## src/rtl/jcsr_pkg.sv

```systemverilog
package jcsr_pkg;
  localparam int WORD_W = 32;

  localparam int B_TRST    = 0;
  localparam int B_SRST    = 1;
  localparam int B_PWR     = 3;
  localparam int B_LED0    = 4;
  localparam int B_LED1    = 5;
  localparam int B_SRSTSNS = 6;
  localparam int B_DROP    = 7;
  localparam int B_RCLK    = 8;
  localparam int B_FEMPTY  = 9;
  localparam int B_TMO     = 10;
  localparam int N_LED     = 2;

  localparam logic [WORD_W-1:0] CTRL_MASK =
    (WORD_W'(1) << B_TRST) | (WORD_W'(1) << B_SRST) | (WORD_W'(1) << B_PWR) |
    (WORD_W'(1) << B_LED0) | (WORD_W'(1) << B_LED1) | (WORD_W'(1) << B_RCLK);

  localparam logic [WORD_W-1:0] CTRL_RESET =
    (WORD_W'(1) << B_PWR) | (WORD_W'(1) << B_LED0) | (WORD_W'(1) << B_LED1);

  localparam logic [WORD_W-1:0] USED_MASK = CTRL_MASK |
    (WORD_W'(1) << B_SRSTSNS) | (WORD_W'(1) << B_DROP) |
    (WORD_W'(1) << B_FEMPTY) | (WORD_W'(1) << B_TMO);

  // Next value of one sticky flag: an event always wins over a clear.
  function automatic logic sticky_next(input logic cur, input logic evt,
                                       input logic clr);
    return evt | (cur & ~clr);
  endfunction

  // Next value of one control bit for a set or clear strobe.
  function automatic logic ctrl_bit_next(input logic cur, input logic set_b,
                                         input logic clr_b);
    return set_b | (cur & ~clr_b);
  endfunction
endpackage

```

## src/rtl/jcsr_ctrl_bits.sv

```systemverilog
module jcsr_ctrl_bits #(
  parameter int W = 32,
  parameter logic [W-1:0] MASK = '0,
  parameter logic [W-1:0] RST_VAL = '0
) (
  input  logic         clk,
  input  logic         rst_n,
  input  logic [W-1:0] set_i,
  input  logic [W-1:0] clr_i,
  output logic [W-1:0] q_o
);
  for (genvar i = 0; i < W; i++) begin : g_bit
    if (MASK[i]) begin : g_reg
      logic q;
      always_ff @(posedge clk or negedge rst_n) begin
        if (!rst_n) q <= RST_VAL[i];
        else        q <= jcsr_pkg::ctrl_bit_next(q, set_i[i], clr_i[i]);
      end
      assign q_o[i] = q;
    end else begin : g_none
      logic unused_bit;
      assign unused_bit = set_i[i] ^ clr_i[i];
      assign q_o[i] = 1'b0;
    end
  end
endmodule

```

## src/rtl/jcsr_sticky_flag.sv

```systemverilog
module jcsr_sticky_flag (
  input  logic clk,
  input  logic rst_n,
  input  logic evt_i,
  input  logic clr_i,
  output logic flag_o
);
  always_ff @(posedge clk or negedge rst_n) begin
    if (!rst_n) flag_o <= 1'b0;
    else        flag_o <= jcsr_pkg::sticky_next(flag_o, evt_i, clr_i);
  end
endmodule

```

## src/rtl/jcsr_top.sv

```systemverilog
module jcsr_top #(
  parameter int DATA_W = jcsr_pkg::WORD_W
) (
  input  logic              clk,
  input  logic              rst_n,
  input  logic              wr_en_i,
  input  logic              wr_clr_i,
  input  logic [DATA_W-1:0] wr_data_i,
  output logic [DATA_W-1:0] rd_data_o,
  input  logic              dropout_evt_i,
  input  logic              srst_sense_i,
  input  logic              rclk_timeout_i,
  input  logic              fifo_empty_i,
  output logic              trst_o,
  output logic              srst_o,
  output logic              pwr_o,
  output logic [jcsr_pkg::N_LED-1:0] led_o,
  output logic              rclk_sel_o
);
  import jcsr_pkg::*;

  localparam logic [DATA_W-1:0] CMASK = DATA_W'(CTRL_MASK);
  localparam logic [DATA_W-1:0] CRST  = DATA_W'(CTRL_RESET);
  localparam int N_FLAG = 3;

  // Named internal events, also used by the bound checker.
  logic set_wr, clr_wr;
  logic [DATA_W-1:0] set_vec, clr_vec, ctrl_q;
  logic [N_FLAG-1:0] flag_evt, flag_clr, flag_q;
  logic [DATA_W-1:0] wr_unused;

  assign set_wr  = wr_en_i & ~wr_clr_i;
  assign clr_wr  = wr_en_i &  wr_clr_i;
  assign set_vec = set_wr ? wr_data_i : '0;
  assign clr_vec = clr_wr ? wr_data_i : '0;
  assign wr_unused = wr_data_i & ~DATA_W'(USED_MASK);

  jcsr_ctrl_bits #(.W(DATA_W), .MASK(CMASK), .RST_VAL(CRST)) u_ctrl (
    .clk(clk), .rst_n(rst_n), .set_i(set_vec), .clr_i(clr_vec), .q_o(ctrl_q)
  );

  // Flag 0: power dropout, flag 1: reset sensed, flag 2: clock timeout.
  assign flag_evt = {rclk_timeout_i, srst_sense_i, dropout_evt_i};
  assign flag_clr = {clr_vec[B_TMO], set_vec[B_SRSTSNS], set_vec[B_DROP]};

  for (genvar f = 0; f < N_FLAG; f++) begin : g_flag
    jcsr_sticky_flag u_flag (
      .clk(clk), .rst_n(rst_n), .evt_i(flag_evt[f]), .clr_i(flag_clr[f]),
      .flag_o(flag_q[f])
    );
  end

  always_comb begin
    rd_data_o            = ctrl_q;
    rd_data_o[B_DROP]    = flag_q[0];
    rd_data_o[B_SRSTSNS] = flag_q[1];
    rd_data_o[B_TMO]     = flag_q[2];
    rd_data_o[B_FEMPTY]  = fifo_empty_i;
  end

  assign trst_o     = ctrl_q[B_TRST];
  assign srst_o     = ctrl_q[B_SRST];
  assign pwr_o      = ctrl_q[B_PWR];
  assign led_o      = {ctrl_q[B_LED1], ctrl_q[B_LED0]};
  assign rclk_sel_o = ctrl_q[B_RCLK];
endmodule

```

## config.mk

```make
export PLATFORM = sky130hd
export DESIGN_NAME = jcsr_top
export DESIGN_NICKNAME = d
export VERILOG_FILES = /design/src/rtl/jcsr_pkg.sv /design/src/rtl/jcsr_ctrl_bits.sv /design/src/rtl/jcsr_sticky_flag.sv /design/src/rtl/jcsr_top.sv
export SDC_FILE = /design/constraint.sdc
export NUM_CORES = 1
export LEC_CHECK = 0
export BUFFER_PORTS_ARGS = -buffer_cell sky130_fd_sc_hd__buf_4
export CORE_MARGIN = 1.5
export CORE_UTILIZATION = 30
export CTS_BUF_LIST = sky130_fd_sc_hd__clkbuf_2
export DETAILED_ROUTE_END_ITERATION = 16
export GPL_TIMING_DRIVEN = 0
export PLACE_DENSITY_LB_ADDON = 0.08
export SLEW_MARGIN = 25
export SYNTH_ARGS = -nofsm -noshare
export SYNTH_HDL_FRONTEND = slang
export SYNTH_SLANG_ARGS = --single-unit
```

## constraint.sdc

```tcl
create_clock -name clk -period 1.3 [get_ports clk]
set_input_delay 0.26 -clock clk [delete_from_list [all_inputs] [get_ports clk]]
set_output_delay 0.26 -clock clk [all_outputs]
set_load 0.03 [all_outputs]
```

== Word level (Yosys, flattened, before mapping) ==
Index checks and enable logic that the tools add are counted.
Cells by class
  mux-type cells: 2
  bitwise gates (word level): 30
Operator list (number)
  $and A1 B1 Y1: 11
  $mux W11: 1
  $not A1 Y1: 10
  $mux W9: 1
  $or A1 B1 Y1: 9
Word-level totals
  register bits: 9
  input bits: 40
  output and inout port bits: 38
  logic and storage cells: 41

== Depth between registers and ports, before layout ==
Gate-level depths: netlist (run 1).
  word-level depth: 6
  gate-level depth with buffers: 3
  depth with buffers taken out: 2

== Cells and area by module ==
A second synthesis (run 1) with hierarchy kept.
Unflattened totals
  cell total of the unflattened synthesis: 143
  area, all modules: 1209.9 µm²
Modules (own cells, without submodules)
  jcsr_top: instances 1, cells an instance 83, area each 635.6 µm², seq. area each 0.0 µm²
  jcsr_ctrl_bits: instances 1, cells an instance 51, area each 465.4 µm², seq. area each 153.9 µm²
  jcsr_sticky_flag: instances 3, cells an instance 3, area each 36.3 µm², seq. area each 25.0 µm²

== Least setup slack after synthesis (run 1) ==
No wires, ideal clock.
  kind: reg2out
  start: register u_ctrl.g_bit[3].g_reg.q
  end: output rd_data_o[3]
  arrival time: 0.797 ns
  data required time: 1.040 ns
  path slack: 0.243 ns
  stages on the path, launching flop included: 2
  path buffers: 1
  path through: dfstp_2 -> buf_4
RTL lines
  from (decl): line jcsr_ctrl_bits.sv:14  | logic q;
  from (signal assigned): line jcsr_ctrl_bits.sv:16  | if (!rst_n) q <= RST_VAL[i];
  from (signal assigned): line jcsr_ctrl_bits.sv:17  | else q <= jcsr_pkg::ctrl_bit_next(q, set_i[i], clr_i[i]);
  to (decl): line jcsr_top.sv:9  | output logic [DATA_W-1:0] rd_data_o,
No word-level cell between the ends.

== Worst setup path in the final report (run 1) ==
  start: register u_ctrl.g_bit[4].g_reg.q
  end: output led_o[0] (netlist bit)
RTL lines
  from (decl): line jcsr_ctrl_bits.sv:14
  from (signal assigned): line jcsr_ctrl_bits.sv:16
  from (signal assigned): line jcsr_ctrl_bits.sv:17
  to (decl): line jcsr_top.sv:17  | output logic [jcsr_pkg::N_LED-1:0] led_o,
No word-level cell between the ends.

==> reports/results.md, run 1 <==
• outcome: finished, final reports clean
• worst setup slack before clock tree synthesis: 0.2671 ns
• Synth Area in Simple Gates: 6.501%
• classification of the worst-slack hold path: input port to flop
• core outline area: 2002 sq um
• initial antenna violation count: 0
• sequential-to-total area share from yosys stat: 34.99%
• diode count: 0
• first-pass GRT wire length: 1973 um
• worst hold start: rclk_timeout_i
• number of filler instances in the final layout: 210
• reg-to-reg startpoint: u_ctrl.g_bit[4].g_reg.q
• num rows: 16
• final critical-path required period: 1.287 ns
• logic gate share of total power: 50.5%
• synthesis warning total: 0
• Worst EP required: 1.04 ns
• signed area change from the synthesized netlist to the final layout: 57.93%
• number of remaining DRC errors: 0
• count of boundary I/O pins: 78
• Internal Power: 0.0006346 W
• element type at the critical path start: flop
• post-CTS clock slew at the launch and capture registers of the worst setup and hold paths: 0.11 ns
• post-synthesis mux area share: 9.178%
• number of sinks driven by the clock tree: 9
• distinct cell type count of the synthesized netlist: 11
• RSZ-0062 raised after global routing: yes
• final estimated routing congestion in global placement: 0.6123
• total power per unit cell area: 1023 nW/um^2
• top fanout value on the critical path: 3
• final-stage net count: 165
• minimum setup slack among reg-to-reg paths: 0.48 ns
• Netlist Area Pre-Place: 654.4 sq um
• ratio of cells with drive above 1 in the final layout: 57.26%
• xor/xnor cell area share of the yosys netlist: 0%
• width of the chip: 49.71 um
• Max Root-Sink Buffers: 2
• post-route clock skew: 0 ns
• FF-to-FF End: u_ctrl.g_bit[4].g_reg.q
• Max-cap violations: 0
• buffers inserted during post-CTS setup optimization: 0
• Clock Latency Late Sink: 0.23 ns
• Post-Route Hold Slack: 0.1880 ns
• startpoint-to-endpoint class of the critical path: flop to output port
• Finish-stage setup viols: 0
• floorplan die area: 2471 sq um
• TritonRoute pass-1 iters: 2
• switching share of power: 39.96%
• portion of total power attributed to sequential cells: 33.1%
• leakage power figure: 0.6218 nW
• pin count of the biggest net entering global routing: 10
• total half-perimeter wirelength after legalization and detailed placement: 994.8 um
• worst path arrival time: 1.03 ns
• vias per std cell: 3.364
• Setup crit end kind: output port
• Iter 0 DRT Violations: 2
• cell at the root of the clock tree: sky130_fd_sc_hd__clkbuf_2
• routed wire length per instance: 7.874 um
• final worst slack: 0.01313 ns
• remaining antenna violation count: 0
• clock power share: 16.4%
• worst IR drop on VDD: 459.7 uV
• Fmax achieved: 0.7771 GHz
• net switching power: 0.0004223 W
• post-synthesis share of cell area spent on full adders, half adders and majority gates: 0%
• combinational family with the most area after synthesis: buffers and inverters
• cts bufs inserted: 3
• vias in the first global route: 452
• final wirelength: 1189 um
• post-route fraction of the period consumed by the critical path: 98.99%
• grt ovf: 0
• synthesized instance count: 70
• Initial Util: 32.69%
• total routing resource utilization after global routing: 10.44%
• routed vias: 508
• endpoints failing hold: 0
• share of the synthesized area in compound gates (AO/OA/AOI/OAI): 3.442%
• number of port buffers: 29
• CTS H-tree depth: 1
• worst hold stages: 2
• CTS tree: yes
• synthesized area per cell: 9.348 sq um
• endpoint with the worst hold slack: g_flag[2].u_flag.flag_o
• y dimension of the die: 49.71 um
• count of state elements after synthesis: 9
• path depth of the worst reg2reg path: 2
• pins over their slew limit: 0
## cell usage in the layout, fill, tap and decap left out
master	count
sky130_fd_sc_hd__a21o_1	3
sky130_fd_sc_hd__buf_4	56
sky130_fd_sc_hd__buf_6	8
sky130_fd_sc_hd__clkbuf_2	3
sky130_fd_sc_hd__clkinv_2	1
sky130_fd_sc_hd__conb_1	22
sky130_fd_sc_hd__dfrtp_1	6
sky130_fd_sc_hd__dfstp_2	3
sky130_fd_sc_hd__dlygate4sd3_1	1
sky130_fd_sc_hd__inv_1	6
sky130_fd_sc_hd__mux2i_1	6
sky130_fd_sc_hd__nand2_1	6
sky130_fd_sc_hd__nand3_1	1
sky130_fd_sc_hd__nand3b_1	2
## per-stage QoR
stage          area (sq um)  setup TNS, ns  instances  total power, W  utilization (%)
3_5_place_dp          984.7              0        147       0.0008691            49.19
5_1_grt                1033        -0.1519        151        0.001113            51.63
6_report               1033              0        151        0.001057            51.63
2_1_floorplan         733.2              0         91       0.0007242                -
4_1_cts                1041       -0.03670        152        0.001079            52.00
3_3_place_gp          984.7              0        147       0.0008627            49.19
## what timing repair did
item                                    in CTS  in global routing
hold endpoints to repair                     6                  0
hold buffers                                 1                  0
endpoints found under the setup margin       5                  5
resized for setup                            7                  0
## state kept, by name, summed over array words and instances (netlist names)
register	count
g_flag.u_flag.flag_o	3
u_ctrl.g_bit.g_reg.q	6
## worst max-delay path by stage
stage	from	cells after the start	endpoint	slack, ns
3_3_place_gp	u_ctrl.g_bit[5].g_reg.q	2	rd_data_o[5]	0.28
2_1_floorplan	u_ctrl.g_bit[3].g_reg.q	1	rd_data_o[3]	0.24
4_1_cts	u_ctrl.g_bit[5].g_reg.q	2	led_o[1]	-0.01
5_1_grt	u_ctrl.g_bit[5].g_reg.q	2	rd_data_o[5]	-0.04
3_5_place_dp	u_ctrl.g_bit[5].g_reg.q	2	led_o[1]	0.27
6_report	u_ctrl.g_bit[4].g_reg.q	2	led_o[0]	0.01
## Yosys cell counts
cell type	count	area share [%]
sky130_fd_sc_hd__nand3b_1	2	2.3
sky130_fd_sc_hd__inv_1	6	3.4
sky130_fd_sc_hd__buf_6	1	1.7
sky130_fd_sc_hd__dfrtp_1	6	23
sky130_fd_sc_hd__dfstp_2	3	12
sky130_fd_sc_hd__conb_1	1	0.57
sky130_fd_sc_hd__mux2i_1	6	9.2
sky130_fd_sc_hd__nand3_1	1	0.76
sky130_fd_sc_hd__nand2_1	6	3.4
sky130_fd_sc_hd__buf_4	35	40
sky130_fd_sc_hd__a21o_1	3	3.4
## layer usage
| metal | track usage [%] | vias to the layer above | part of all wire (%) |
|---|---|---|---|
| li1 | - | 267 | - |
| met1 | 10.11 | 207 | 40 |
| met2 | 20.89 | 34 | 49 |
| met3 | 3.030 | 0 | 11 |
| met4 | 2.778 | 0 | 0 |
| met5 | 0 | - | 0 |
## cell type report
cell class                      instances  area (sq um)  area share [%]
Inverter                                6         22.52           2.179
Multi-Input combinational cell         40         207.7           20.10
Clock inverter                          1         5.005          0.4843
Clock buffer                            3         15.01           1.453
Sequential cell                         9         229.0           22.16
Tap cell                               27         33.78           3.269
Buffer                                 35         274.0           26.51
Timing Repair Buffer                   30         246.5           23.85
## worst max-delay path: stages, from the launching register on
cell and delay, ns:
sky130_fd_sc_hd__dfstp_2 0.57, sky130_fd_sc_hd__buf_6 0.10, sky130_fd_sc_hd__buf_6 0.11
## logic make-up after synthesis
group / after synthesis
AND/OR/NAND/NOR: 9
AO/OA/AOI/OAI: 3
multiplexers: 6
other: 1
buffers and inverters: 42
flip-flops: 9
## power groups by stage
stage	Combinational [W]	Clock (W)	Sequential [W]
2_1_floorplan	0.000338	0	0.000386
3_3_place_gp	0.000512	0	0.000351
3_5_place_dp	0.000516	0	0.000353
4_1_cts	0.000543	0.000185	0.000350
5_1_grt	0.000565	0.000191	0.000357
6_report	0.000534	0.000173	0.000350
Power figures use the tool's default switching activity.
==> run 2: changes to the inputs <==
--- a/config.mk
+++ b/config.mk
@@ -6,6 +6,7 @@
 export NUM_CORES = 1
 export LEC_CHECK = 0
 export BUFFER_PORTS_ARGS = -buffer_cell sky130_fd_sc_hd__buf_4
+export CORE_ASPECT_RATIO = 1.25
 export CORE_MARGIN = 1.5
 export CORE_UTILIZATION = 30
 export CTS_BUF_LIST = sky130_fd_sc_hd__clkbuf_2
==> reports/results.md, run 2 (synthesized netlist as in run 1, its figures left out) <==
• outcome: finished, final reports clean
• vias per std cell: 3.535
• Max-cap violations: 0
• post-layout util: 50.37%
• cell at the root of the clock tree: sky130_fd_sc_hd__clkbuf_2
• y dimension of the die: 55.22 um
• setup_tns: 0 ns
• Largest register FFs: 6
• first-pass GRT wire length: 1725 um
• count of boundary I/O pins: 78
• CTS tree: yes
• family of cells with the greatest summed delay on the critical path: flip-flops
• pin count of the biggest net entering global routing: 10
• pins over their slew limit: 0
• area of combinational cells with multiple inputs: 207.7 sq um
• worst path arrival time: 1.00 ns
• final estimated routing congestion in global placement: 0.5554
• core outline area: 2027 sq um
• number of port buffers: 29
• crit path buf inv count: 2
• remaining antenna violation count: 0
• classification of the worst-slack hold path: input port to flop
• endpoints failing hold: 0
• grt ovf: 0
• cts bufs inserted: 3
• leakage power figure: 0.6208 nW
• element type at the critical path start: flop
• FF-to-FF End: u_ctrl.g_bit[5].g_reg.q
• final wirelength: 1115 um
• vias in the first global route: 437
• number of sinks driven by the clock tree: 9
• ratio of cells with drive above 1 in the final layout: 57.26%
• signed area change from the synthesized netlist to the final layout: 56.02%
• register name with the most flops: u_ctrl.g_bit.g_reg.q
• Clock Latency Late Sink: 0.23 ns
• FF/Latch Area: 229.0 sq um
• minimum setup slack among reg-to-reg paths: 0.51 ns
• initial antenna violation count: 0
• routed wire length per instance: 7.743 um
• post-CTS clock slew at the launch and capture registers of the worst setup and hold paths: 0.09 ns
• routed vias: 509
• last element of the critical path: rd_data_o[5]
• RSZ-0062 raised after global routing: yes
• ordered cell list for the critical path: buf_4 -> buf_6
• top fanout value on the critical path: 3
• post-route clock skew: 0 ns
• CTS H-tree depth: 1
• Largest regs: u_ctrl.g_bit.g_reg.q (6), g_flag.u_flag.flag_o (3)
• worst IR drop on VDD: 678.8 uV
• number of remaining DRC errors: 0
• critical-path cell with the highest stage delay: sky130_fd_sc_hd__dfstp_2
• total half-perimeter wirelength after legalization and detailed placement: 930.9 um
• Initial Util: 32.28%
• TritonRoute pass-1 iters: 3
• Max Root-Sink Buffers: 2
• total power draw: 0.001047 W
• commonest cells after routing, fill and taps aside: sky130_fd_sc_hd__buf_4 (57), sky130_fd_sc_hd__conb_1 (22), sky130_fd_sc_hd__buf_6 (7)
• Iter 0 DRT Violations: 3
• CP startpoint: u_ctrl.g_bit[5].g_reg.q
• count of cell instances traversed by the critical path: 2
• number of filler instances in the final layout: 213
• largest incremental delay on the critical path: 0.55 ns
• path depth of the worst reg2reg path: 2
• final-stage net count: 165
• diode count: 0
• final critical-path required period: 1.261 ns
• leading cell type in the layout, fill and taps excluded: sky130_fd_sc_hd__buf_4
• total power per unit cell area: 1025 nW/um^2
• num rows: 18
• Fmax achieved: 0.7932 GHz
• Worst EP required: 1.04 ns
• post-route fraction of the period consumed by the critical path: 96.98%
• total routing resource utilization after global routing: 9.653%
• floorplan die area: 2472 sq um
• Post-Route Hold Slack: 0.2003 ns
• Finish-stage setup viols: 0
• startpoint-to-endpoint class of the critical path: flop to output port
• reg-to-reg startpoint: u_ctrl.g_bit[5].g_reg.q
• Setup crit end kind: output port
• width of the chip: 44.78 um
==> run 2: stage by stage <==
step | area [sq um] | cells | setup WS (ns)
2_1_floorplan | 733.2 | 91 | 0.2432
3_5_place_dp | 975.9 | 140 | 0.2789
3_3_place_gp | 975.9 | 140 | 0.2829
5_1_grt | 1021 | 144 | -0.02892
4_1_cts | 1021 | 145 | 0.004974
6_report | 1021 | 144 | 0.03926
==> run 2: cell type report <==
| type | count | share of cell area [%] |
|---|---|---|
| well taps | 20 | 2.451 |
| plain buffers | 35 | 26.47 |
| clock buffers | 4 | 1.961 |
| flip-flops and latches | 9 | 22.43 |
| inverters | 6 | 2.206 |
| repair buffers | 30 | 24.14 |
| multi-input cells | 40 | 20.34 |
==> run 2: power breakdown <==
| part | total [W] | switching [W] | internal [W] |
|---|---|---|---|
| clock network | 0.000169 | 0.0000876 | 0.0000819 |
| logic | 0.000530 | 0.000291 | 0.000239 |
| registers | 0.000347 | 0.0000243 | 0.000323 |
| total | 0.00105 | 0.000403 | 0.000644 |
==> run 2: worst min-delay path by stage <==
stage | start | end | slack (ns) | cells after the start
after CTS | rclk_timeout_i | g_flag[2].u_flag.flag_o | 0.18 | 2
after floorplan | rst_n | g_flag[0].u_flag.flag_o | -0.04 | 0
after global routing | srst_sense_i | g_flag[1].u_flag.flag_o | 0.17 | 2
after detailed placement | rst_n | g_flag[2].u_flag.flag_o | 0.09 | 1
final | rclk_timeout_i | g_flag[2].u_flag.flag_o | 0.20 | 2
after global placement | rst_n | u_ctrl.g_bit[0].g_reg.q | 0.09 | 1
==> run 2: routing by layer <==
metal / up-vias / track usage, % / wire [um] / part of all wire, %
li1: 267 / - / - / -
met3: 2 / 3.595 / 122 / 11
met4: 0 / 6.303 / 13 / 1.2
met1: 213 / 8.830 / 350 / 31
met2: 27 / 16.77 / 629 / 56
met5: - / 0 / 0 / 0
==> run 2: timing repair <==
item                       4_1_cts  5_1_grt
setup buffers                    0        0
gates cloned                     0        0
resized for setup                4        2
hold buffers                     1        0
setup endpoints to repair        4        5
hold endpoints to repair         6        0
==> run 3: changes to the inputs <==
--- a/config.mk
+++ b/config.mk
@@ -12,7 +12,7 @@
 export CTS_BUF_LIST = sky130_fd_sc_hd__clkbuf_2
 export DETAILED_ROUTE_END_ITERATION = 16
 export GPL_TIMING_DRIVEN = 0
-export PLACE_DENSITY_LB_ADDON = 0.08
+export PLACE_DENSITY_LB_ADDON = 0.12
 export SLEW_MARGIN = 25
 export SYNTH_ARGS = -nofsm -noshare
 export SYNTH_HDL_FRONTEND = slang
==> reports/results.md, run 3 (synthesized netlist as in run 1, its figures left out) <==
• total power per unit cell area: 1024 nW/um^2
• net switching power: 0.0004126 W
• num rows: 18
• Fmax achieved: 0.7899 GHz
• Max-cap violations: 0
• clock power share: 15.9%
• routed vias: 502
• initial antenna violation count: 0
• worst setup slack before clock tree synthesis: 0.2791 ns
• commonest cells after routing, fill and taps aside: sky130_fd_sc_hd__buf_4 (58), sky130_fd_sc_hd__conb_1 (22)
• y dimension of the die: 55.22 um
• classification of the worst-slack hold path: input port to flop
• top fanout value on the critical path: 3
• routed wire length per instance: 7.826 um
• final wirelength: 1127 um
• register name with the most flops: u_ctrl.g_bit.g_reg.q
• portion of total power attributed to sequential cells: 33.3%
• number of sinks driven by the clock tree: 9
• vias per std cell: 3.486
• floorplan die area: 2472 sq um
• post-CTS clock slew at the launch and capture registers of the worst setup and hold paths: 0.10 ns
• RSZ-0062 raised after global routing: yes
• cell at the root of the clock tree: sky130_fd_sc_hd__clkbuf_2
• Clock Latency Late Sink: 0.23 ns
• Iter 0 DRT Violations: 1
• remaining antenna violation count: 0
• cts bufs inserted: 3
• logic gate share of total power: 50.8%
• pins over their slew limit: 0
• final estimated routing congestion in global placement: 0.6406
• Post-Route Hold Slack: 0.1924 ns
• core outline area: 2027 sq um
• CTS tree: yes
• total routing resource utilization after global routing: 9.659%
• Internal Power: 0.0006288 W
• count of boundary I/O pins: 78
• number of remaining DRC errors: 0
• cell count after placement: 140
• worst IR drop on VDD: 494.6 uV
• vias in the first global route: 440
• final cell count without fillers: 144
• TritonRoute pass-1 iters: 2
• post-route fraction of the period consumed by the critical path: 97.38%
• grt ovf: 0
• width of the chip: 44.78 um
• final critical-path required period: 1.266 ns
• Max Root-Sink Buffers: 2
• leakage power figure: 0.6193 nW
• switching share of power: 39.62%
• Worst EP required: 1.04 ns
• Placement Cell Area: 975.9 sq um
• first-pass GRT wire length: 1890 um
• startpoint-to-endpoint class of the critical path: flop to output port
• final worst slack: 0.03409 ns
• total power draw: 0.001041 W
• post-route clock skew: 0 ns
• number of filler instances in the final layout: 211
• Largest regs: u_ctrl.g_bit.g_reg.q (6), g_flag.u_flag.flag_o (3)
• Largest register FFs: 6
• outcome: finished, final reports clean
• number of port buffers: 29
• ratio of cells with drive above 1 in the final layout: 57.26%
• Setup crit end kind: output port
• leading cell type in the layout, fill and taps excluded: sky130_fd_sc_hd__buf_4
• pin count of the biggest net entering global routing: 10
• Design Area, Final: 1017 sq um
• buffers inserted during post-CTS setup optimization: 0
• diode count: 0
• CTS H-tree depth: 1
• worst path arrival time: 1.01 ns
• element type at the critical path start: flop
• Initial Util: 32.28%
• endpoints failing hold: 0
• signed area change from the synthesized netlist to the final layout: 55.45%
• final-stage net count: 165
• Finish-stage setup viols: 0
## run 3: routing by layer
layer	GRT usage, %	routed length, um
met2	16.98	575
met5	0	0
met4	2.521	0
met1	11.32	435
met3	2.288	116
## run 3: worst paths after layout
check / from / to / slack, ns / cells after the start
max: u_ctrl.g_bit[5].g_reg.q / led_o[1] / 0.03 / 2
min: srst_sense_i / g_flag[1].u_flag.flag_o / 0.19 / 2
max reg2reg: u_ctrl.g_bit[3].g_reg.q / u_ctrl.g_bit[3].g_reg.q / 0.51 / 2
min reg2reg: u_ctrl.g_bit[5].g_reg.q / u_ctrl.g_bit[5].g_reg.q / 0.48 / 2
max in group asynchronous: rst_n / u_ctrl.g_bit[3].g_reg.q / 0.71 / 2
min in group asynchronous: rst_n / u_ctrl.g_bit[1].g_reg.q / 0.37 / 2
## run 3: stage by stage
step	TNS (ns)	utilization [%]
floorplan	0	-
global placement	0	48.15
detailed placement	0	48.15
CTS	0	50.37
global route	-0.1326	50.19
finish	0	50.19
## run 3: power groups by stage
stage	clock network [W]	logic (W)	registers (W)
floorplan	0	0.000338	0.000386
global placement	0	0.000513	0.000351
detailed placement	0	0.000517	0.000353
CTS	0.000178	0.000535	0.000347
global route	0.000193	0.000559	0.000355
finish	0.000166	0.000529	0.000347
## run 3: what timing repair did
action,in CTS,in global routing
endpoints found under the hold margin,6,0
gates resized for setup,4,1
cloned,0,0
endpoints found under the setup margin,4,5
hold buffers,1,0
## run 3: critical path: stages, from the launching register on
cell	delay [ns]
sky130_fd_sc_hd__dfstp_2	0.55
sky130_fd_sc_hd__buf_4	0.10
sky130_fd_sc_hd__buf_6	0.12
## run 3: cell type report
class	instances	area [sq um]	share of cell area, %
plain buffers	35	266.5	26.20
repair buffers	30	246.5	24.23
flip-flops and latches	9	229.0	22.51
multi-input cells	40	207.7	20.42
well taps	20	25.02	2.460
inverters	6	22.52	2.214
clock buffers	3	15.01	1.476
clock inverters	1	5.005	0.4920
